$ cat config.mk
export PLATFORM = sky130hd
export DESIGN_NAME = rank_ilv_decoder
export DESIGN_NICKNAME = d
export VERILOG_FILES = /design/src/rtl/rid_pkg.sv /design/src/rtl/rid_cfg_store.sv /design/src/rtl/rid_range_match.sv /design/src/rtl/rid_rank_calc.sv /design/src/rtl/rank_ilv_decoder.sv
export SDC_FILE = /design/constraint.sdc
export NUM_CORES = 1
export LEC_CHECK = 0
export ABC_AREA = 1
export BUFFER_PORTS_ARGS = -buffer_cell sky130_fd_sc_hd__buf_2
export CAP_MARGIN = 25
export CORE_ASPECT_RATIO = 1.25
export CORE_MARGIN = 4
export CORE_UTILIZATION = 50
export CTS_BUF_LIST = sky130_fd_sc_hd__clkbuf_2 sky130_fd_sc_hd__clkbuf_4 sky130_fd_sc_hd__clkbuf_8
export DETAILED_ROUTE_END_ITERATION = 10
export PLACE_DENSITY_LB_ADDON = 0.15
export SLEW_MARGIN = 20
export SYNTH_ARGS = -nofsm -noshare
export SYNTH_HDL_FRONTEND = slang
export SYNTH_SLANG_ARGS = --single-unit
$ cat constraint.sdc
create_clock -name clk_i -period 8 [get_ports clk_i]
set_input_delay 0.4 -clock clk_i [delete_from_list [all_inputs] [get_ports clk_i]]
set_output_delay 0.4 -clock clk_i [all_outputs]
set_load 0.1 [all_outputs]
$ cat src/rtl/rid_pkg.sv
package rid_pkg;
  localparam int WORD_W     = 32;
  localparam int VALID_BIT  = 31;
  localparam int LIM_LO     = 1;
  localparam int LIM_HI     = 11;
  localparam int LIM_SHIFT  = 29;
  localparam int WEXP_LO    = 28;
  localparam int WEXP_W     = 2;
  localparam int OFF_LO     = 2;
  localparam int OFF_HI     = 15;
  localparam int OFF_SHIFT  = 26;
  localparam int CRANK_LO   = 16;
  localparam int CRANK_W    = 4;
  localparam int MAX_WAYS   = 1 << ((1 << WEXP_W) - 1);
  localparam int WAY_IDX_W  = $clog2(MAX_WAYS);
  localparam int LIM_W      = LIM_HI - LIM_LO + 1 + LIM_SHIFT;
  localparam int OFF_W      = OFF_HI - OFF_LO + 1 + OFF_SHIFT;

  typedef enum logic {
    CFG_RANGE = 1'b0,
    CFG_ILV   = 1'b1
  } cfg_kind_e;
endpackage

$ cat src/rtl/rid_cfg_store.sv
module rid_cfg_store
  import rid_pkg::*;
#(
  parameter int NUM_RANGE = 4,
  localparam int ENT_W = (NUM_RANGE > 1) ? $clog2(NUM_RANGE) : 1,
  localparam int CFG_AW = 1 + ENT_W + WAY_IDX_W
) (
  input  logic                                         clk_i,
  input  logic                                         rst_ni,
  input  logic                                         we_i,
  input  logic [CFG_AW-1:0]                            addr_i,
  input  logic [WORD_W-1:0]                            wdata_i,
  output logic [NUM_RANGE-1:0][WORD_W-1:0]             range_words_o,
  output logic [NUM_RANGE-1:0][MAX_WAYS-1:0][WORD_W-1:0] ilv_words_o
);
  logic [WAY_IDX_W-1:0] way_sel;
  logic [ENT_W-1:0]     ent_sel;
  cfg_kind_e            kind_sel;

  assign way_sel  = addr_i[WAY_IDX_W-1:0];
  assign ent_sel  = addr_i[WAY_IDX_W +: ENT_W];
  assign kind_sel = cfg_kind_e'(addr_i[CFG_AW-1]);

  for (genvar e = 0; e < NUM_RANGE; e++) begin : g_ent
    always_ff @(posedge clk_i or negedge rst_ni) begin
      if (!rst_ni)                                                   range_words_o[e] <= '0;
      else if (we_i && kind_sel == CFG_RANGE && ent_sel == ENT_W'(e)) range_words_o[e] <= wdata_i;
    end
    for (genvar w = 0; w < MAX_WAYS; w++) begin : g_way
      always_ff @(posedge clk_i or negedge rst_ni) begin
        if (!rst_ni) ilv_words_o[e][w] <= '0;
        else if (we_i && kind_sel == CFG_ILV && ent_sel == ENT_W'(e) &&
                 way_sel == WAY_IDX_W'(w))
          ilv_words_o[e][w] <= wdata_i;
      end
    end
  end
endmodule

$ cat src/rtl/rid_range_match.sv
module rid_range_match
  import rid_pkg::*;
#(
  parameter int ADDR_W    = 40,
  parameter int NUM_RANGE = 4,
  localparam int ENT_W = (NUM_RANGE > 1) ? $clog2(NUM_RANGE) : 1,
  localparam int CMP_W = (ADDR_W > LIM_W) ? ADDR_W : LIM_W
) (
  input  logic [ADDR_W-1:0]                 addr_i,
  input  logic [NUM_RANGE-1:0][WORD_W-1:0]  range_words_i,
  output logic                              hit_o,
  output logic [ENT_W-1:0]                  ent_o,
  output logic [WEXP_W-1:0]                 way_exp_o
);
  logic [NUM_RANGE-1:0] unused_bits;

  for (genvar e = 0; e < NUM_RANGE; e++) begin : g_unused
    assign unused_bits[e] = ^{range_words_i[e][VALID_BIT-1], range_words_i[e][WEXP_LO-1:LIM_HI+1],
                              range_words_i[e][LIM_LO-1:0]};
  end

  // first valid hit wins; lower bound is previous limit (no +1), kept through invalid entries
  always_comb begin
    logic [CMP_W-1:0] a_ext;
    logic [CMP_W-1:0] prev_lim;
    logic [CMP_W-1:0] lim;
    a_ext     = CMP_W'(addr_i);
    prev_lim  = '0;
    hit_o     = 1'b0;
    ent_o     = '0;
    way_exp_o = '0;
    for (int i = 0; i < NUM_RANGE; i++) begin
      lim = CMP_W'({range_words_i[i][LIM_HI:LIM_LO], {LIM_SHIFT{1'b1}}});
      if (!hit_o && range_words_i[i][VALID_BIT] && prev_lim <= a_ext && a_ext <= lim) begin
        hit_o     = 1'b1;
        ent_o     = ENT_W'(i);
        way_exp_o = range_words_i[i][WEXP_LO +: WEXP_W];
      end
      prev_lim = lim;
    end
  end
endmodule

$ cat src/rtl/rid_rank_calc.sv
module rid_rank_calc
  import rid_pkg::*;
#(
  parameter int ADDR_W      = 40,
  parameter int CLOSE_SHIFT = 6,
  parameter int OPEN_SHIFT  = 13
) (
  input  logic [ADDR_W-1:0]    addr_i,
  input  logic                 close_page_i,
  input  logic [WEXP_W-1:0]    way_exp_i,
  output logic [ADDR_W-1:0]    base_addr_o,
  output logic [WAY_IDX_W-1:0] way_idx_o
);
  logic [1:0][ADDR_W-1:0]    base_v;
  logic [1:0][WAY_IDX_W-1:0] way_v;
  logic [WAY_IDX_W-1:0]      way_mask;

  // ways is a power of two: divide/mod reduce to shift/mask
  assign way_mask = (WAY_IDX_W'(1) << way_exp_i) - WAY_IDX_W'(1);

  // index 1 = closed page, index 0 = open page; constant shift per variant
  for (genvar p = 0; p < 2; p++) begin : g_pol
    localparam int SH = (p == 1) ? CLOSE_SHIFT : OPEN_SHIFT;
    localparam logic [ADDR_W-1:0] LOW_MASK = {{(ADDR_W-SH){1'b0}}, {SH{1'b1}}};
    logic [ADDR_W-1:0] q;
    assign q         = addr_i >> SH;
    assign base_v[p] = ((q >> way_exp_i) << SH) | (addr_i & LOW_MASK);
    assign way_v[p]  = q[WAY_IDX_W-1:0] & way_mask;
  end

  assign base_addr_o = base_v[close_page_i];
  assign way_idx_o   = way_v[close_page_i];
endmodule

$ cat src/rtl/rank_ilv_decoder.sv
module rank_ilv_decoder
  import rid_pkg::*;
#(
  parameter int ADDR_W      = 40,
  parameter int NUM_RANGE   = 4,
  parameter int CLOSE_SHIFT = 6,
  parameter int OPEN_SHIFT  = 13,
  localparam int ENT_W  = (NUM_RANGE > 1) ? $clog2(NUM_RANGE) : 1,
  localparam int CFG_AW = 1 + ENT_W + WAY_IDX_W
) (
  input  logic                 clk_i,
  input  logic                 rst_ni,
  input  logic                 cfg_we_i,
  input  logic [CFG_AW-1:0]    cfg_addr_i,
  input  logic [WORD_W-1:0]    cfg_wdata_i,
  input  logic                 req_i,
  input  logic                 close_page_i,
  input  logic [ADDR_W-1:0]    chan_addr_i,
  output logic                 done_o,
  output logic                 err_o,
  output logic [CRANK_W-1:0]   chan_rank_o,
  output logic [1:0]           dimm_o,
  output logic [1:0]           rank_o,
  output logic [ADDR_W-1:0]    rank_addr_o
);
  logic [NUM_RANGE-1:0][WORD_W-1:0]               range_words;
  logic [NUM_RANGE-1:0][MAX_WAYS-1:0][WORD_W-1:0] ilv_words;
  logic                 hit;
  logic [ENT_W-1:0]     ent;
  logic [WEXP_W-1:0]    way_exp;
  logic [ADDR_W-1:0]    base_addr;
  logic [WAY_IDX_W-1:0] way_idx;
  logic [WORD_W-1:0]    ilv_word;
  logic [OFF_W-1:0]     off_full;
  logic [ADDR_W-1:0]    off;
  logic [ADDR_W-1:0]    rank_addr_d;
  logic                 unused_ilv;

  rid_cfg_store #(.NUM_RANGE(NUM_RANGE)) u_store (
    .clk_i         (clk_i),
    .rst_ni        (rst_ni),
    .we_i          (cfg_we_i),
    .addr_i        (cfg_addr_i),
    .wdata_i       (cfg_wdata_i),
    .range_words_o (range_words),
    .ilv_words_o   (ilv_words)
  );

  rid_range_match #(.ADDR_W(ADDR_W), .NUM_RANGE(NUM_RANGE)) u_match (
    .addr_i        (chan_addr_i),
    .range_words_i (range_words),
    .hit_o         (hit),
    .ent_o         (ent),
    .way_exp_o     (way_exp)
  );

  rid_rank_calc #(.ADDR_W(ADDR_W), .CLOSE_SHIFT(CLOSE_SHIFT), .OPEN_SHIFT(OPEN_SHIFT)) u_calc (
    .addr_i       (chan_addr_i),
    .close_page_i (close_page_i),
    .way_exp_i    (way_exp),
    .base_addr_o  (base_addr),
    .way_idx_o    (way_idx)
  );

  assign ilv_word    = ilv_words[ent][way_idx];
  assign off_full    = {ilv_word[OFF_HI:OFF_LO], {OFF_SHIFT{1'b0}}};
  assign off         = ADDR_W'(off_full);
  assign rank_addr_d = base_addr - off;
  assign unused_ilv  = ^{ilv_word[WORD_W-1:CRANK_LO+CRANK_W], ilv_word[OFF_LO-1:0]};

  always_ff @(posedge clk_i or negedge rst_ni) begin
    if (!rst_ni) begin
      done_o      <= 1'b0;
      err_o       <= 1'b0;
      chan_rank_o <= '0;
      dimm_o      <= '0;
      rank_o      <= '0;
      rank_addr_o <= '0;
    end else begin
      done_o <= req_i;
      if (req_i) begin
        err_o <= !hit;
        if (hit) begin
          chan_rank_o <= ilv_word[CRANK_LO +: CRANK_W];
          dimm_o      <= ilv_word[CRANK_LO+2 +: 2];
          rank_o      <= ilv_word[CRANK_LO +: 2];
          rank_addr_o <= rank_addr_d;
        end else begin
          chan_rank_o <= '0;
          dimm_o      <= '0;
          rank_o      <= '0;
          rank_addr_o <= '0;
        end
      end
    end
  end
endmodule

### Word level (Yosys, flattened, before mapping)

Index checks and enable logic that the tools add are counted.

* bits in registers: 1202
* bits of input ports: 83
* output and inout bits: 50
* word-level logic and storage cells: 155

* add/sub/neg operators: 2
* order comparisons: 11
* equality and inequality tests: 10
* shift operators: 3
* muxes and demuxes: 23
* bitwise logic cells: 5
* reduce and logical (&&, ||, !) cells: 59

Operator list (count)
* 256-bit binary-select mux with 2-bit select: 1
* 40-bit <= comparator: 7
* 256-bit 2-to-1 mux: 1
* 40-bit 2-to-1 mux: 3
* 32-bit binary-select mux with 3-bit select: 1
* 1-bit logical AND: 53
* 1-bit by 40-bit <= comparator with 1-bit output, first input constant: 1
* 40-bit by 13-bit OR with 40-bit output: 1
* 40-bit by 6-bit OR with 40-bit output: 1
* 40-bit subtractor: 1
* 34-bit by 2-bit >> shifter with 34-bit output: 1
* 27-bit by 2-bit >> shifter with 27-bit output: 1
* 20-bit 2-to-1 mux: 1
* 2-bit 2-to-1 mux: 8
* 3-bit == test, second input constant: 4
* 3-bit AND: 2
* 3-bit by 2-bit == test with 1-bit output, second input constant: 2
* 3-bit 2-to-1 mux: 2
* 1-bit 2-to-1 mux: 5
* 2-bit == test, second input constant: 2
* 1-bit logical NOT: 4
* 3-bit by 4-bit < comparator with 1-bit output, second input constant: 1
* 4-bit 2-to-1 mux: 1
* 3-bit by 1-bit == test with 1-bit output, second input constant: 1
* 8 further kinds: 8

### Logic depth before layout (Yosys ltp)

* word-level depth: 28
* depth in mapped cells: 42
* depth with buffers taken out: 41

### By module

A second synthesis with hierarchy kept.

* cell total of the unflattened synthesis: 6808
* area total of the unflattened synthesis: 55134.1 µm²

By module, submodules not included
* rid_cfg_store: instances 1, cells an instance 5048, area an instance 44991.9 µm², sequential area each 28827.6 µm²
* rank_ilv_decoder: instances 1, cells an instance 1285, area an instance 7584.8 µm², sequential area each 1151.1 µm²
* rid_range_match: instances 1, cells an instance 255, area an instance 1575.3 µm², sequential area each 0.0 µm²
* rid_rank_calc: instances 1, cells an instance 220, area an instance 982.2 µm², sequential area each 0.0 µm²

### Worst setup path before layout

Ideal clock, no wire load.

* path kind: input -> register
* from: in chan_addr_i[39]
* to: reg rank_addr_o[37]
* setup time: 0.083 ns
* arrival time: 4.608 ns
* required time: 7.917 ns
* setup slack: 3.309 ns
* stages on the path: 39
* path buffers: 2
* path through: ha_1 nand2_1 nor2_1 nand2_1 nor2_1 nand3_1 nand2_1 nand2_1 inv_1 a21oi_1 o211ai_4 nand2_4 inv_2 buf_6 buf_2 nand2_1 a22oi_1 nand2_1 [... 3 more ...] a21oi_1 ha_1 nand2_1 nor2_1 a211oi_1 o21ai_0 nand2_1 nand2_1 a21oi_1 nor2_1 o21ai_0 nand2_1 nand2_1 inv_1 o21ai_0 nand2_1 xor2_1 o21ai_0

* cells in the longest elaborated chain, start to end: 28
* elaborated cells on any way between the ends: 51
* classes of those cells: add/sub (2); order compare (8); shift (3); mux (20); bitwise (4); reduce/logical (14)

Ends and longest elaborated chain
* from (decl): RTL line rank_ilv_decoder.sv:18 `input logic [ADDR_W-1:0] chan_addr_i,`
* 1-bit by 40-bit <= comparator with 1-bit output: RTL line rid_range_match.sv:34 `if (!hit_o && range_words_i[i][VALID_BIT] && prev_lim <= a_ext && a_ext <= lim) begin`
* 1-bit logical AND (2 in a row): RTL line rid_range_match.sv:34
* 1-bit 2-to-1 mux: RTL line rid_range_match.sv:34
* 1-bit logical NOT: RTL line rid_range_match.sv:34
* 1-bit logical AND (3 in a row): RTL line rid_range_match.sv:34
* 1-bit 2-to-1 mux: RTL line rid_range_match.sv:34
* 1-bit logical NOT: RTL line rid_range_match.sv:34
* 1-bit logical AND (3 in a row): RTL line rid_range_match.sv:34
* [... 6 more ...]
* 1-bit by 2-bit << shifter with 3-bit output: RTL line rid_rank_calc.sv:19 `assign way_mask = (WAY_IDX_W'(1) << way_exp_i) - WAY_IDX_W'(1);`
* 3-bit by 2-bit subtractor with 3-bit output: RTL line rid_rank_calc.sv:19
* 3-bit AND: RTL line rid_rank_calc.sv:28 `assign way_v[p] = q[WAY_IDX_W-1:0] & way_mask;`
* 3-bit 2-to-1 mux (not written as such) (2 in a row): RTL line rid_rank_calc.sv:32 `assign way_idx_o = way_v[close_page_i];`
* 32-bit binary-select mux with 3-bit select: RTL line rank_ilv_decoder.sv:65 `assign ilv_word = ilv_words[ent][way_idx];`
* 20-bit 2-to-1 mux (not written as such): RTL line rank_ilv_decoder.sv:65
* 40-bit subtractor: RTL line rank_ilv_decoder.sv:68 `assign rank_addr_d = base_addr - off;`
* 40-bit 2-to-1 mux *: RTL line rank_ilv_decoder.sv:83 `if (hit) begin`
* to (signal assigned): RTL line rank_ilv_decoder.sv:87 `rank_addr_o <= rank_addr_d;`
* to (decl): RTL line rank_ilv_decoder.sv:24 `output logic [ADDR_W-1:0] rank_addr_o`

Mark *: on every way between the ends. The rest lies on a longest branch, timed or not. The select of a mux whose other input is x is not followed.
A chain may end at the register's enable or synchronous reset.

### Worst setup path in the final report

* from: reg u_store.range_words_o[39] (netlist name)
* to: reg rank_addr_o[37]

* cells in the longest elaborated chain, start to end: 22
* elaborated cells on any way between the ends: 38
* classes of those cells: add/sub (2); order compare (2); shift (3); mux (18); bitwise (4); reduce/logical (9)

Ends and longest elaborated chain
* from (decl): RTL line rid_cfg_store.sv:13 `output logic [NUM_RANGE-1:0][WORD_W-1:0] range_words_o,`
* from (signal, indexed assignment): RTL line rid_cfg_store.sv:27 `else if (we_i && kind_sel == CFG_RANGE && ent_sel == ENT_W'(e)) range_words_o[e] <= wdata_i;`
* 40-bit <= comparator: RTL line rid_range_match.sv:34
* 1-bit logical AND: RTL line rid_range_match.sv:34
* 1-bit 2-to-1 mux: RTL line rid_range_match.sv:34
* 1-bit logical NOT: RTL line rid_range_match.sv:34
* 1-bit logical AND (3 in a row): RTL line rid_range_match.sv:34
* 1-bit 2-to-1 mux: RTL line rid_range_match.sv:34
* 1-bit logical NOT: RTL line rid_range_match.sv:34
* 1-bit logical AND (3 in a row): RTL line rid_range_match.sv:34
* 2-bit 2-to-1 mux: RTL line rid_range_match.sv:34
* 1-bit by 2-bit << shifter with 3-bit output: RTL line rid_rank_calc.sv:19
* 3-bit by 2-bit subtractor with 3-bit output: RTL line rid_rank_calc.sv:19
* 3-bit AND: RTL line rid_rank_calc.sv:28
* 3-bit 2-to-1 mux (not written as such) (2 in a row): RTL line rid_rank_calc.sv:32
* 32-bit binary-select mux with 3-bit select: RTL line rank_ilv_decoder.sv:65
* 20-bit 2-to-1 mux (not written as such): RTL line rank_ilv_decoder.sv:65
* 40-bit subtractor: RTL line rank_ilv_decoder.sv:68
* 40-bit 2-to-1 mux *: RTL line rank_ilv_decoder.sv:83

Marked as above.

==> flow_metrics.env <==
export IMPL_outcome="finished clean"
export IMPL_ys_ff_latch=678
export IMPL_syn_cell_area_mm2=0.0323
export IMPL_cts_made_buffers=108
export IMPL_die_area_mm2=0.0688
export IMPL_firstDrtPassIters=7
export IMPL_synth_seq_area_share=0.525
export IMPL_root_buffer="clkbuf_8"
export IMPL_ant_nets=0
export IMPL_routed_via_density=5.65
export IMPL_timing_final_crit_share=0.818
export IMPL_drive_gt1_frac=0.108
export IMPL_relSlewSlack=0.312
export IMPL_final_nets=4161
export IMPL_vias=28000
export IMPL_worst_setup_path_end_kind="flop"
export IMPL_clkPwrFrac=0.301
export IMPL_final_core_utilization=0.568
export IMPL_cts_sinks=678
export IMPL_swShare=0.371
export IMPL_synth_most_common_cell="nand2_1"
export IMPL_crit_family="simple AND/OR/NAND/NOR gates"
export IMPL_drc_errors=0
export IMPL_synth_top_area_share=0.525
export IMPL_cts_max_level=3
export IMPL_gp_congestion=0.848
export IMPL_holdCritStartpoint="chan_addr_i[6]"
export IMPL_synth_edf_count=0
export IMPL_grt_max_degree=167
export IMPL_gr_total_overflow=0
export IMPL_setup_ws_ns=1.45
export IMPL_grt_pass1_vias=27200
export IMPL_finalPower_mw=10.6
export IMPL_drt_initial_drc_count=2685
export IMPL_synth_distinct_cells=48
export IMPL_seq_power_share=0.395
export IMPL_critPathRequiredTime_ns=8.62
export IMPL_crit_slowest_cell="inv_1"
export IMPL_cts_resized=0
export IMPL_port_buffers=122
export IMPL_fin_crit_ns=6.55
export IMPL_startpoint="u_store.range_words_o[39]"
export IMPL_setup_viol=0
export IMPL_async_flop_share=1.00
export IMPL_postLayoutCellArea_mm2=0.0361
export IMPL_rsz0062_at_grt="false"
export IMPL_place_area_mm2=0.0335
export IMPL_routedWlPerCell_um=20.1
export IMPL_syn_nets=4121
export IMPL_cts_buffer_depth=3
export IMPL_fill_cells=5970
export IMPL_fin_cells=4952
export IMPL_clkLatencyLatePin_ns=0.72
export IMPL_synth_area_leaders="dfrtp_1 53%, nand2_1 14%, o21ai_0 13%, nand3_1 2.9%, nor2_1 2.7%"
export IMPL_core_area_mm2=0.0635
export IMPL_ir_worst_vdd_mv=0.149
export IMPL_switchingPower_mw=3.95
export IMPL_fin_setup_tns_ns=0
export IMPL_yosysTopAreaCell="dfrtp_1"
export IMPL_hpwl_um=58400
export IMPL_fmax_mhz=153
export IMPL_whs_ns=0.0605
export IMPL_yosys_most_used_dff="dfrtp_1"
export IMPL_clkTransAtPathRegs_ns=0.06
export IMPL_skew_ns=0.0299
export IMPL_hold_class="in -> reg"
export IMPL_worst_slew_pin_slew_ns=1.03
export IMPL_avgSynthCellArea_um2=8.12
export IMPL_fp_dieW_um=235
export IMPL_path_class="reg -> reg"
export IMPL_grt_usage=0.288
export IMPL_placed_cells=4734
export IMPL_critPathMaxStageDelay_ns=0.59
export IMPL_worst_ep_arrival_time_ns=7.17
export IMPL_totalWireLength_um=99500
export IMPL_cp_start_kind="flop"
export IMPL_die_h_um=292
export IMPL_cap_violations=0
export IMPL_powerDensity_mw_per_mm2=294
export IMPL_slew_violations=0
export IMPL_antenna_found_initial=3
export IMPL_syn2layout_area_growth_pct=11.7
export IMPL_crit_path_max_fanout=49
export IMPL_cpMostUsedCell="nand2_1"
export IMPL_hold_viol_final=0
export IMPL_num_rows=103
export IMPL_yosys_top_cells_count="1,186 x nand2_1, 840 x o21ai_0, 678 x dfrtp_1"
export IMPL_boundaryPins=133
export IMPL_initial_core_util=0.508
export IMPL_pwr_share_comb=0.304
export IMPL_pre_cts_slack_ns=1.28
export IMPL_cts_tree="done"
export IMPL_grt_first_pass_wirelength_um=157000
export IMPL_r2r_start="u_store.range_words_o[39]"
export IMPL_p_leak_nw=17.2
export IMPL_synthCells=3980
export IMPL_path_buf_inv=5
export IMPL_ys_warn_count=0
export IMPL_internal_power_mw=6.68
==> final cells by class <==
cell class / count / area, um^2 / area share
timing repair buffer: 229 / 1570 / 0.0435
clock buffer: 188 / 2260 / 0.0625
tap: 840 / 1050 / 0.0291
multi-input combinational: 2871 / 13600 / 0.377
sequential: 678 / 17000 / 0.470
inverter: 132 / 507 / 0.0140
antenna: 3 / 7.51 / 0.000208
clock inverter: 11 / 119 / 0.00329
==> state kept, by name, indices dropped and copies added, names as in the netlist <==
name,cells
rank_addr_o,40
u_store.range_words_o,56
err_o,1
done_o,1
u_store.ilv_words_o,576
chan_rank_o,4
==> cells by family after synthesis <==
family,after synthesis,synth area share
fa+ha+maj,58,0.0227
mux,8,0.00248
simple gates,1645,0.202
xor+xnor,8,0.00217
flops,678,0.525
compound gates,1152,0.190
buf+inv,431,0.0549
==> final timing paths <==
path / cells after the start / end / slack, ns
min in group asynchronous: 2 / u_store.range_words_o[10] / 0.28
max in group asynchronous: 4 / u_store.ilv_words_o[82] / 5.74
min: 3 / rank_addr_o[6] / 0.06
max: 36 / rank_addr_o[37] / 1.45
max reg2reg: 36 / rank_addr_o[37] / 1.45
min reg2reg: 2 / u_store.ilv_words_o[137] / 0.48
==> power groups by stage <==
stage / clock network [mW] / logic (mW) / registers, mW
after global placement: 0 / 3.17 / 4.23
after CTS: 3.26 / 3.22 / 4.19
after floorplan: 0 / 1.87 / 4.69
after detailed placement: 0 / 3.21 / 4.24
final: 3.20 / 3.23 / 4.19
after global routing: 3.42 / 3.60 / 4.25
==> tightest hold or removal path, delay by kind of cell <==
kind,cells,cell delay [ns]
buffers and inverters,1,0.15
and+or+nand+nor,1,0.07
AOI/OAI and AO/OA,1,0.11
==> metal layers <==
| metal | wire (um) | vias to the layer above | GRT usage |
|---|---|---|---|
| met5 | 0 | - | 0 |
| met4 | 4230 | 0 | 0.123 |
| met3 | 7370 | 195 | 0.0511 |
| met2 | 46800 | 1053 | 0.475 |
| met1 | 41100 | 13400 | 0.377 |
| li1 | - | 13400 | - |
==> layout by cell type, fill, tap and decap left out, types with 3 or more instances in the layout <==
cell type and instances:
buf_8 3, mux2i_1 8, dlygate4sd3_1 13, nand2_1 1185, nand3_1 185, buf_4 84, o22ai_1 25, nand2_2 4
o211ai_1 9, xor2_1 7, o21ai_1 16, nor2_4 3, nand2_4 4, nor2_1 233, buf_2 121, a32o_1 4
a31oi_1 13, ha_1 57, clkbuf_4 53, buf_12 6, nand4_1 10, a21o_1 4, o221ai_1 28, clkinv_1 3
inv_1 124, clkinv_2 6, diode_2 3, clkinvlp_4 3, nor3_1 14, o21ai_0 840, dfrtp_1 678, clkbuf_8 135
a22o_1 7, a21oi_1 154, a22oi_1 40
==> repair_timing <==
item | CTS | global route
hold endpoints to repair | 101 | 0
hold buffers | 13 | 0
buffers inserted | 0 | 0
No activity file was read; power rests on OpenSTA's default activity.
